`src/rtl/wcs_pkg.sv`:
```
package wcs_pkg;

  typedef enum logic [2:0] {
    WS_IDLE    = 3'd0,
    WS_FWD     = 3'd1,
    WS_PAUSE_A = 3'd2,
    WS_REV     = 3'd3,
    WS_PAUSE_B = 3'd4,
    WS_DONE    = 3'd5
  } wash_state_t;

  function automatic logic is_washing(input wash_state_t s);
    return (s == WS_FWD) || (s == WS_PAUSE_A) || (s == WS_REV) || (s == WS_PAUSE_B);
  endfunction

endpackage

```
`src/rtl/wcs_rst_sync.sv`:
```
module wcs_rst_sync (
  input  logic clk,
  input  logic rst_n,
  output logic rst_core_n
);

  logic meta_q;
  logic sync_q;

  always_ff @(posedge clk or negedge rst_n) begin
    if (!rst_n) begin
      meta_q <= 1'b0;
      sync_q <= 1'b0;
    end else begin
      meta_q <= 1'b1;
      sync_q <= meta_q;
    end
  end

  assign rst_core_n = sync_q;

endmodule

```
`src/rtl/wcs_sec_tick.sv`:
```
module wcs_sec_tick #(
  parameter int CLK_PER_SEC = 50_000_000
) (
  input  logic clk,
  input  logic rst_n,
  input  logic run_i,
  input  logic ext_strobe_i,
  output logic tick_o
);

  generate
    if (CLK_PER_SEC == 0) begin : g_ext_only
      assign tick_o = run_i & ext_strobe_i;
    end else begin : g_divider
      localparam int DIV_W = (CLK_PER_SEC > 1) ? $clog2(CLK_PER_SEC) : 1;
      localparam logic [DIV_W-1:0] LAST = DIV_W'(CLK_PER_SEC - 1);

      logic [DIV_W-1:0] cnt_q;
      logic [DIV_W-1:0] cnt_d;
      logic             div_hit;

      assign div_hit = run_i && (cnt_q == LAST);

      always_comb begin
        if (!run_i) begin
          cnt_d = '0;
        end else if (cnt_q == LAST) begin
          cnt_d = '0;
        end else begin
          cnt_d = cnt_q + 1'b1;
        end
      end

      always_ff @(posedge clk or negedge rst_n) begin
        if (!rst_n) begin
          cnt_q <= '0;
        end else begin
          cnt_q <= cnt_d;
        end
      end

      assign tick_o = div_hit | (run_i & ext_strobe_i);
    end
  endgenerate

endmodule

```
`src/rtl/wcs_phase_timer.sv`:
```
module wcs_phase_timer
  import wcs_pkg::*;
#(
  parameter int FWD_SEC   = 20,
  parameter int PAUSE_SEC = 10,
  parameter int REV_SEC   = 20
) (
  input  logic        clk,
  input  logic        rst_n,
  input  wash_state_t state_i,
  input  logic        tick_i,
  output logic        phase_end_o
);

  localparam int MAX_A  = (FWD_SEC > REV_SEC) ? FWD_SEC : REV_SEC;
  localparam int MAX_S  = (MAX_A > PAUSE_SEC) ? MAX_A : PAUSE_SEC;
  localparam int CNT_W  = $clog2(MAX_S + 1);

  logic [CNT_W-1:0] sec_q;
  logic [CNT_W-1:0] sec_d;
  logic [CNT_W-1:0] limit;
  logic             washing;

  assign washing = is_washing(state_i);

  always_comb begin
    case (state_i)
      WS_FWD:  limit = CNT_W'(FWD_SEC);
      WS_REV:  limit = CNT_W'(REV_SEC);
      default: limit = CNT_W'(PAUSE_SEC);
    endcase
  end

  assign phase_end_o = washing && tick_i && (sec_q == limit - 1'b1);

  always_comb begin
    if (!washing || phase_end_o) begin
      sec_d = '0;
    end else if (tick_i) begin
      sec_d = sec_q + 1'b1;
    end else begin
      sec_d = sec_q;
    end
  end

  always_ff @(posedge clk or negedge rst_n) begin
    if (!rst_n) begin
      sec_q <= '0;
    end else begin
      sec_q <= sec_d;
    end
  end

endmodule

```
`src/rtl/wcs_fsm.sv`:
```
module wcs_fsm
  import wcs_pkg::*;
(
  input  logic        clk,
  input  logic        rst_n,
  input  logic        start_key_n,
  input  logic        expired_i,
  input  logic        phase_end_i,
  output wash_state_t state_o
);

  wash_state_t state_q;
  wash_state_t state_d;

  always_comb begin
    state_d = state_q;
    case (state_q)
      WS_IDLE: begin
        if (!start_key_n) state_d = WS_FWD;
      end
      WS_FWD, WS_PAUSE_A, WS_REV, WS_PAUSE_B: begin
        if (expired_i) begin
          state_d = WS_DONE;
        end else if (phase_end_i) begin
          case (state_q)
            WS_FWD:     state_d = WS_PAUSE_A;
            WS_PAUSE_A: state_d = WS_REV;
            WS_REV:     state_d = WS_PAUSE_B;
            default:    state_d = WS_FWD;
          endcase
        end
      end
      WS_DONE: state_d = WS_DONE;
      default: state_d = WS_IDLE;
    endcase
  end

  always_ff @(posedge clk or negedge rst_n) begin
    if (!rst_n) begin
      state_q <= WS_IDLE;
    end else begin
      state_q <= state_d;
    end
  end

  assign state_o = state_q;

endmodule

```
`src/rtl/wash_cycle_seq.sv`:
```
module wash_cycle_seq
  import wcs_pkg::*;
#(
  parameter int CLK_PER_SEC = 50_000_000,
  parameter int FWD_SEC     = 20,
  parameter int PAUSE_SEC   = 10,
  parameter int REV_SEC     = 20
) (
  input  logic clk,
  input  logic rst_n,
  input  logic start_key_n,
  input  logic sec_strobe_i,
  input  logic wash_expired_i,
  output logic drive_fwd_o,
  output logic drive_rev_o,
  output logic fwd_lamp_o,
  output logic rev_lamp_o,
  output logic pause_lamp_o,
  output logic done_o
);

  logic        rst_core_n;
  logic        tick;
  logic        phase_end;
  logic        running;
  wash_state_t state;

  wcs_rst_sync u_rst (
    .clk        (clk),
    .rst_n      (rst_n),
    .rst_core_n (rst_core_n)
  );

  assign running = is_washing(state);

  wcs_sec_tick #(
    .CLK_PER_SEC (CLK_PER_SEC)
  ) u_tick (
    .clk          (clk),
    .rst_n        (rst_core_n),
    .run_i        (running),
    .ext_strobe_i (sec_strobe_i),
    .tick_o       (tick)
  );

  wcs_phase_timer #(
    .FWD_SEC   (FWD_SEC),
    .PAUSE_SEC (PAUSE_SEC),
    .REV_SEC   (REV_SEC)
  ) u_timer (
    .clk         (clk),
    .rst_n       (rst_core_n),
    .state_i     (state),
    .tick_i      (tick),
    .phase_end_o (phase_end)
  );

  wcs_fsm u_fsm (
    .clk         (clk),
    .rst_n       (rst_core_n),
    .start_key_n (start_key_n),
    .expired_i   (wash_expired_i),
    .phase_end_i (phase_end),
    .state_o     (state)
  );

  assign fwd_lamp_o   = (state == WS_FWD);
  assign rev_lamp_o   = (state == WS_REV);
  assign pause_lamp_o = (state == WS_PAUSE_A) || (state == WS_PAUSE_B);
  assign drive_fwd_o  = fwd_lamp_o;
  assign drive_rev_o  = rev_lamp_o;
  assign done_o       = (state == WS_DONE);

endmodule

```
`config.mk`:
```
export PLATFORM = sky130hd
export DESIGN_NAME = wash_cycle_seq
export DESIGN_NICKNAME = d
export VERILOG_FILES = /design/src/rtl/wcs_pkg.sv /design/src/rtl/wcs_rst_sync.sv /design/src/rtl/wcs_sec_tick.sv /design/src/rtl/wcs_phase_timer.sv /design/src/rtl/wcs_fsm.sv /design/src/rtl/wash_cycle_seq.sv
export SDC_FILE = /design/constraint.sdc
export NUM_CORES = 1
export LEC_CHECK = 0
export CAP_MARGIN = 40
export CELL_PAD_IN_SITES_DETAIL_PLACEMENT = 1
export CELL_PAD_IN_SITES_GLOBAL_PLACEMENT = 1
export CORE_UTILIZATION = 50
export CTS_CLUSTER_SIZE = 14
export DETAILED_ROUTE_END_ITERATION = 16
export PLACE_DENSITY = 0.83
export REMOVE_ABC_BUFFERS = 1
export SLEW_MARGIN = 25
export SYNTH_ARGS = -nofsm -noshare
export SYNTH_HDL_FRONTEND = slang
export SYNTH_HIERARCHICAL = 1
export SYNTH_SLANG_ARGS = --single-unit
```
`constraint.sdc`:
```
create_clock -name clk -period 2.1 [get_ports clk]
set_input_delay 0.525 -clock clk [delete_from_list [all_inputs] [get_ports clk]]
set_output_delay 0.525 -clock clk [all_outputs]
set_load 0.02 [all_outputs]
```
Yosys cells after proc, flatten, opt, wreduce, memory -nomap -nowiden:

Cells that the tools add are included.

* output and inout port bits: 6
* register bits after elaboration: 36
* word-level logic and storage cells: 43
* bits of input ports: 5

* muxes and demuxes: 10
* reduce and logical (&&, ||, !) cells: 14
* $add $sub $neg: 3
* equal/unequal tests: 9
* bitwise operators: 2

Operators by type and width (count)
* $mux 26: 2
* $add 26x1->26 const B: 1
* $eq 26x26->1 const B: 1
* $pmux 3 s3: 2
* $mux 5: 3
* $mux 3: 3
* $eq 3x2->1 const B: 2
* $eq 3x3->1 const B: 2
* $add 5x1->5 const B: 1
* $eq 5x5->1: 1
* $logic_or 1x1->1: 5
* $sub 5x1->5 const B: 1
* $reduce_or 4->1: 1
* $eq 3x1->1 const B: 1
* $logic_and 1x1->1: 3
* $logic_not 3->1: 1
* $ne 3x3->1 const B: 1
* $ne 2x2->1 const B: 1
* $reduce_and 2->1: 1
* $reduce_bool 2->1: 1
* $reduce_or 2->1: 1
* $and 1x1->1: 1
* $logic_not 1->1: 1
* $or 1x1->1: 1

Logic depth before layout (Yosys ltp):

Gate-level depths: netlist of run 1.

* depth in word-level cells: 11
* mapped depth: 12
* gate-level depth less buffers: 11

Cells and area by module:

The synthesis of run 1 kept the hierarchy.

By module, submodules not included
* wcs_sec_tick: times used 1, area an instance 1476.4 sq um, cells each 152
* wcs_phase_timer: times used 1, area an instance 324.1 sq um, cells each 36
* wcs_fsm: times used 1, area an instance 160.2 sq um, cells each 17
* wash_cycle_seq: times used 1, area an instance 65.1 sq um, cells each 10
* wcs_rst_sync: times used 1, area an instance 53.8 sq um, cells each 3

Worst setup path before layout of run 1:

OpenSTA, ideal clock, no wires.

* path kind: flip-flop to flip-flop
* start: register u_tick.g_divider.cnt_q[0]
* end: register u_fsm.state_q[0], in the netlist u_fsm/state_o[0]
* data required time: 1.980 ns
* period minus slack after synthesis: 2.851 ns
* setup slack: -0.751 ns
* arrival time: 2.730 ns
* stages on the path, launching flop included: 13
* setup time: 0.120 ns
* path through: dfrtp_1 ha_1 nand3_1 or4_4 nor3_1 o21a_1 buf_2 nand2_1 or2_1 nor3_1 nand2_2 or3_1 o211a_1

* longest elaborated chain between the ends: 7

Ends and longest elaborated chain
* start, declared: line wcs_sec_tick.sv:18 `logic [DIV_W-1:0] cnt_q;`
* start signal, assigned: line wcs_sec_tick.sv:38 `cnt_q <= cnt_d;`
* $eq 26x26->1: line wcs_sec_tick.sv:22 `assign div_hit = run_i && (cnt_q == LAST);`
* $logic_and 1x1->1: line wcs_sec_tick.sv:22
* $or 1x1->1: line wcs_sec_tick.sv:42 `assign tick_o = div_hit | (run_i & ext_strobe_i);`
* via tick: line wash_cycle_seq.sv:23 `logic tick;`
* $logic_and 1x1->1 (2 in series): line wcs_phase_timer.sv:34 `assign phase_end_o = washing && tick_i && (sec_q == limit - 1'b1);`
* via phase_end: line wash_cycle_seq.sv:24 `logic phase_end;`
* $ne 3x3->1 (no line)
* $reduce_and 2->1 (no line)
* end signal, assigned: line wcs_fsm.sv:42 `state_q <= state_d;`
* end, declared: line wcs_fsm.sv:12 `wash_state_t state_q;`

The timed path passes the listed nets, and every way through them passes these cells.
A chain may end at the register's enable or synchronous reset.

Final worst setup path of run 1:

Ends and elaborated chain as after synthesis.

==> results of run 1 <==
## registers in the layout, indices dropped and copies added (netlist names)
register / cells
u_fsm/state_o: 3
u_rst/meta_q: 1
u_tick/g_divider.cnt_q: 26
u_rst/rst_core_n: 1
u_timer/sec_q: 5
## cells in the mapped netlist (2+ instances only)
cell | count | area (µm²)
nor3_1 | 10 | 50.1
a21oi_1 | 12 | 60.1
nor4_1 | 3 | 18.8
o41ai_1 | 2 | 17.5
nand3b_1 | 3 | 22.5
inv_1 | 6 | 22.5
xnor2_1 | 10 | 87.6
nand4_1 | 6 | 37.5
and3_1 | 5 | 31.3
or4_4 | 2 | 22.5
a22oi_1 | 2 | 15.0
xor2_1 | 8 | 70.1
buf_4 | 3 | 22.5
buf_2 | 4 | 20.0
o21a_1 | 3 | 22.5
nand3_1 | 13 | 65.1
o31ai_1 | 4 | 30.0
nor3b_1 | 2 | 15.0
nand2_1 | 14 | 52.6
o21ai_0 | 5 | 25.0
and2_1 | 3 | 18.8
ha_1 | 2 | 25.0
dfrtp_1 | 36 | 901
nor2_1 | 24 | 90.1
or3_1 | 6 | 37.5
or4_1 | 3 | 22.5
and4_1 | 3 | 26.3
## worst register-to-register path: stages (launching register included)
cell and delay (ns):
dfrtp_1 0.41, ha_4 0.17, nand3_2 0.10, or4_4 0.46, nor3_2 0.14, o21a_1 0.19, nand2_2 0.07, or2_4 0.26
nor3_4 0.13, buf_6 0.13, buf_4 0.11, nor3_1 0.04, o21ai_0 0.29, o211a_1 0.22
## where the power goes
part | switching, mW | internal (mW) | total [mW]
logic | 0.0186 | 0.00867 | 0.0273
registers | 0.000742 | 0.694 | 0.695
clock network | 0.271 | 0.353 | 0.624
total | 0.290 | 1.06 | 1.35
## timing repair
action / in CTS / in global routing
resized for setup: 22 / 13
endpoints found under the setup margin: 30 / 30
setup buffers: 5 / 9
pin swaps: 5 / 9
## layer usage
layer  up-vias  wire, µm  share of wire  global-route usage
met5         -         0              0                   0
met4         0       510          0.058               0.130
met3        54       555          0.063              0.0599
met2       123      4400           0.50               0.607
met1      1099      3310           0.38               0.413
li1        914         -              -                   -
## worst paths after layout
kind                                                     startpoint                                   end  slack (ns)
worst max-delay path            u_tick/g_divider.cnt_q[0]$_DFF_PN0_          u_fsm/state_o[0]$_DFFE_PN0P_       -0.68
worst min register to register           u_rst/rst_core_n$_DFF_PN0_  u_tick/g_divider.cnt_q[14]$_DFF_PN0_        0.31
max in group asynchronous                u_rst/rst_core_n$_DFF_PN0_  u_tick/g_divider.cnt_q[10]$_DFF_PN0_        1.47
worst max register to register  u_tick/g_divider.cnt_q[0]$_DFF_PN0_          u_fsm/state_o[0]$_DFFE_PN0P_       -0.68
worst min-delay path                     u_rst/rst_core_n$_DFF_PN0_  u_tick/g_divider.cnt_q[14]$_DFF_PN0_        0.31
min in group clk                             u_rst/meta_q$_DFF_PN0_            u_rst/rst_core_n$_DFF_PN0_        0.37
## layout make-up
class,instances,share of cell area
inverter,6,0.00803
timing repair buffer,66,0.187
multi-input combinational,167,0.423
clock buffer,6,0.0259
sequential,36,0.321
tap,50,0.0223
clock inverter,2,0.0125
## logic make-up (layout without fill, tap and decap cells)
logic type | Yosys count | in the layout | synth area share
simple gates | 107 | 107 | 0.296
flops | 36 | 36 | 0.433
mux | 1 | 1 | 0.00481
other cells | 1 | 1 | 0.00180
fa+ha+maj | 2 | 2 | 0.0120
xor+xnor | 18 | 18 | 0.0758
buf+inv | 15 | 80 | 0.0463
compound gates | 38 | 38 | 0.130
## through the flow
| stage | setup slack [ns] | hold slack (ns) |
|---|---|---|
| 2_1_floorplan | -0.742 | 0.229 |
| 3_3_place_gp | -0.476 | 0.287 |
| 3_5_place_dp | -0.642 | 0.320 |
| 4_1_cts | -0.457 | 0.327 |
| 5_1_grt | -0.714 | 0.365 |
| 6_report | -0.679 | 0.311 |
==> summary.txt, run 1 <==
Drt
  – DRC viols: 0
  – Initial DRC Count: about 190
  – Vias: around 2200
  – Vias per cell: 6.58
  – Antenna-violating nets left: 0
  – Wirelength, routed: 8.77 mm
  – WL/cell: 26.3 µm
  – Pre-Repair DR Iteration Count: 4

STA
  – Clock skew: roughly 0.0067 ns
  – Final Hold Vio Count: 0
  – # setup viols final: 14
  – PnR worst setup slack: -0.679 ns
  – Post-layout min period: about 2.8 ns
  – Slew @ Worst Pin: just under 0.7 ns
  – Setup TNS: -2.60 ns
  – RSZ-0062 raised after global routing: true
  – Max-slew headroom: 0.539
  – FMAX: about 0.36 GHz
  – Fin. max-slew vios: 0
  – Tcrit/Tclk final: 1.32

GRT
  – Largest net degree at the start of global routing: 35
  – Vias in the first global route: between 2000 and 2500
  – GRT Residual Overflow: 0
  – First-pass GRT wire length: about 11 mm
  – Initial antenna violation count: 0
  – GRT Total Usage: 0.344

Layout
  – Multi-input logic area: 1190 µm²
  – Final Cell Area: around 2800 µm²
  – Fin cells: around 330
  – Area grow syn2layout: 34.9%
  – Most common cell after layout, fill and taps aside: buf_4
  – Final-layout fill cell count: 433
  – Fin util: 0.701
  – Sequential Area: 901 µm²
  – Layout Nets: roughly 290
  – Most frequent cells in the layout: buf_4 (54), dfrtp_1 (36), nor2_1 (23)
  – Fraction of layout cells with a size suffix above 1: 0.325
  – # diodes: 0

Floorplanning
  – Core area: between 4000 and 5000 µm²
  – # IOs: 11
  – Core Rows: 23
  – Initial cell density of the core: 0.520
  – Die H: roughly 66 µm
  – Die width: around 66 µm
  – Total Die Area: 4420 µm²

Synthesis
  – Library cells used by synthesis: 51
  – Main synth FF type: dfrtp_1
  – Async S/R FF share, synth: 1.00
  – Sequential share of the synthesized area: 0.433
  – Yosys warns: 6
  – Syn Inst Count: 218
  – Syn_area_per_cell: 9.54 µm²
  – EDFF count, synth: 0
  – Synthesized flop and latch total: 36
  – Post-Syn Area: 2080 µm²

Critical path
  – Crit. End Element: flip-flop
  – WP buf/inv: 2
  – WP depth: 13
  – CP startpoint kind: flip-flop
  – Crit Path Max Fanout: 3
  – Slowest CP cell: or4_4
  – Critical path data required time: roughly 2.3 ns
  – Crit path max-delay family: simple AND/OR/NAND/NOR gates
  – CP Cell Sequence: ha_4 > nand3_2 > or4_4 > nor3_2 > o21a_1 > nand2_2 > or2_4 > nor3_4 > buf_6 > buf_4 > nor3_1 > o21ai_0 > o211a_1
  – Worst R2R Path Depth: 13
  – Critical path data arrival time: approximately 3 ns
  – CP max stage delay: ~0.46 ns
  – Critical path class: reg -> reg

Clocking
  – CTS Sinks: 36
  – Worst-Skew Late Latency: between 0.2 and 0.3 ns
  – Num CTS Buffers: 5
  – Worst-path clk slew: approximately 0.08 ns
  – Clock Path Buffers: 2
  – Clock Root Buffer: clkbuf_8
  – CTS tree: done
  – Cts hold-fix bufs: 0
  – Htree depth: 2

Worst hold path
  – Worst hold path class: reg -> async

Place
  – Final Wtd Congestion: between 0.8 and 0.9
  – Placed Cells incl. Taps: 312
  – Placed instance area: approximately 2500 µm²
  – Dpl hpwl: about 4.5 mm
  – Port bufs: 10

Outcome
  – Status: finished with violations
  – Violated checks: setup timing

Pwr
  – VDD IR-drop max: ~550 µV
  – Power Total: about 1.3 mW
  – Pwr Density: 480 nW/µm²
  – P_leak: about 1.2 nW

Flow run
  – MaxCap Viol Count: 0
Power figures use the tool's default switching activity.
==> run 2: changes to the inputs <==
MAX_ROUTING_LAYER = met4   (was not set)
TNS_END_PERCENT = 100   (was not set)
==> run 2 against run 1 <==
  * The run still ends with setup timing left
  * Sequential power about the same
  * Critical path type unchanged
  * Register-to-register slack improved by 0.12 ns
  * Design area down 0.80%
  * Fmax grew 4.5%
  * Clock-buffer cell count did not move
  * Clock skew is 0.00058 ns lower
  * Sequential share of layout area is 0.26 points higher
  * Via count down 0.27%
  * Wire length fell by 3.4%
  * Critical endpoint unchanged
  * Largest cell class unchanged
  * Core utilization shrank 0.56 points
  * Clock power about the same
  * Critical path depth fell by 1
==> summary.txt, run 2 (synthesized netlist as in run 1, its figures left out) <==
Drt
  – Antenna-violating nets left: 0
  – Pre-Repair DR Iteration Count: 5
  – Uppermost layer routed: met4
  – Metal2 WL: 4.21 mm
  – DRC viols: 0
  – DR WL met3: between 500 and 600 µm
  – WL/cell: 25.7 µm
  – Metal-1 WL: around 3.2 mm
  – Vias per cell: 6.62
  – Vias: approximately 2200
  – Initial DRC Count: 250
  – Wirelength, routed: roughly 8.5 mm

Critical path
  – Critical path class: reg -> reg
  – Crit Path Max Fanout: 3
  – Crit path max-delay family: simple AND/OR/NAND/NOR gates
  – Crit. End Element: flip-flop
  – Slowest CP cell: or4_4
  – WP buf/inv: 1
  – Critical path data arrival time: between 2 and 3 ns
  – CP max stage delay: approximately 0.45 ns
  – CP startpoint kind: flip-flop
  – CP dominant cell by count: nand2_2
  – CP Cell Sequence: ha_4 > nand3_2 > or4_4 > nor3_2 > o21a_1 > nand2_2 > or2_4 > nor3_4 > buf_6 > nand2_2 > or3_1 > o211a_1
  – Critical path data required time: roughly 2.3 ns

Layout
  – Area grow syn2layout: 33.8%
  – Layout Nets: around 290
  – Largest Register: u_tick/g_divider.cnt_q
  – Most frequent cells in the layout: buf_4 (51), dfrtp_1 (36), nor2_1 (23)
  – Max reg flops: 26
  – # diodes: 0
  – Fraction of layout cells with a size suffix above 1: 0.318
  – Most common cell after layout, fill and taps aside: buf_4
  – Final Cell Area: 2780 µm²
  – Final-layout fill cell count: roughly 420
  – Fin cells: 330

Floorplanning
  – Die H: around 66 µm
  – # IOs: 11
  – Die width: ~66 µm
  – Total Die Area: around 4400 µm²
  – Initial cell density of the core: 0.520
  – Core Rows: 23
  – Core area: roughly 4000 µm²

Clocking
  – Clock Path Buffers: 2
  – Num CTS Buffers: 5
  – Clock Root Buffer: clkbuf_8
  – Cts hold-fix bufs: 0
  – CTS tree: done
  – Worst-Skew Late Latency: roughly 0.30 ns
  – Worst-path clk slew: approximately 0.080 ns
  – Htree depth: 2
  – CTS Sinks: 36

GRT
  – GRT Residual Overflow: 0
  – Largest net degree at the start of global routing: 35
  – Vias in the first global route: between 2000 and 2500
  – GRT Total Usage: 0.353
  – Initial antenna violation count: 0
  – First-pass GRT wire length: approximately 11 mm

Worst hold path
  – Worst hold path class: reg -> async

Pwr
  – Switching Fraction: 0.215
  – Pwr Density: slightly below 500 nW/µm²
  – Power Total: about 1.3 mW
  – P_int: between 1 and 1.5 mW
  – Switch Pwr: ~0.29 mW
  – P_leak: approximately 1.2 nW
  – Clock Power Share: 0.463
  – Combinational share of power: 0.020
  – Seq pwr share: 0.517
  – VDD IR-drop max: about 450 µV

STA
  – Slew @ Worst Pin: ~0.65 ns
  – # setup viols final: 29
  – Final Hold Vio Count: 0
  – PnR worst setup slack: -0.561 ns
  – WHS: 0.300 ns
  – Clock skew: roughly 0.0061 ns
  – Max-slew headroom: 0.565
  – Fin. max-slew vios: 0
  – RSZ-0062 raised after global routing: true
  – FMAX: around 0.38 GHz
  – Post-layout min period: around 2.7 ns
  – Tcrit/Tclk final: 1.27

Place
  – Dpl ws: -0.642 ns
  – Placed instance area: between 2000 and 2500 µm²
  – Port bufs: 10
  – Dpl hpwl: around 4.5 mm
  – Placed Cells incl. Taps: 312
  – Final Wtd Congestion: roughly 0.9

Outcome
  – Violated checks: setup timing
  – Status: finished with violations

Flow run
  – MaxCap Viol Count: 0
## run 2: cell count changes in the layout (fill, tap and decap cells not counted), sizes merged
cell / delta
buf: -3
## run 2: area by class of cell
cell class,count,area (µm²),share of cell area
Sequential cell,36,901,0.324
Clock buffer,6,72.6,0.0261
Multi-Input combinational cell,167,1190,0.426
Tap cell,50,62.6,0.0225
Clock inverter,2,35.0,0.0126
Inverter,6,22.5,0.00809
Timing Repair Buffer,63,503,0.181
## run 2: metal layers
layer,vias up,GRT usage
li1,913,-
met3,52,0.0616
met2,143,0.602
met5,-,-
met4,0,0.144
met1,1076,0.411
## run 2: through the flow
step | utilization | TNS (ns)
after floorplan | - | -2.29
after global placement | 0.623 | -1.29
after detailed placement | 0.623 | -2.08
after CTS | 0.667 | -1.48
after global routing | 0.696 | -3.56
final | 0.696 | -2.80
## run 2: final timing paths
check	from	endpoint	slack [ns]	cells past startpoint
setup / recovery	u_tick/g_divider.cnt_q[0]$_DFF_PN0_	u_fsm/state_o[0]$_DFFE_PN0P_	-0.56	12
hold / removal	u_rst/rst_core_n$_DFF_PN0_	u_tick/g_divider.cnt_q[14]$_DFF_PN0_	0.30	1
setup reg to reg	u_tick/g_divider.cnt_q[0]$_DFF_PN0_	u_fsm/state_o[0]$_DFFE_PN0P_	-0.56	12
hold reg to reg	u_rst/rst_core_n$_DFF_PN0_	u_tick/g_divider.cnt_q[14]$_DFF_PN0_	0.30	1
max in group asynchronous	u_rst/rst_core_n$_DFF_PN0_	u_tick/g_divider.cnt_q[7]$_DFF_PN0_	1.47	1
min in group clk	u_rst/meta_q$_DFF_PN0_	u_rst/rst_core_n$_DFF_PN0_	0.36	0
## run 2: timing repair
action / in CTS / in global routing
gates cloned: 0 / 0
endpoints found under the setup margin: 30 / 30
pin swaps: 5 / 9
setup buffers: 5 / 6
resized for setup: 22 / 13
## run 2: power by group through the flow
stage / combinational, mW / sequential, mW / clock [mW]
after floorplan: 0.00187 / 0.718 / 0
after global placement: 0.0251 / 0.709 / 0
after detailed placement: 0.0267 / 0.709 / 0
after CTS: 0.0268 / 0.695 / 0.621
after global routing: 0.0307 / 0.695 / 0.651
final: 0.0272 / 0.695 / 0.622
## run 2: worst reg2reg max path: cells and delay by family (launching register included)
kind	cells	cell delay [ns]
DFF	1	0.42
buffers and inverters	1	0.14
and+or+nand+nor	8	1.54
adders and majority gates	1	0.17
AOI/OAI and AO/OA	2	0.30
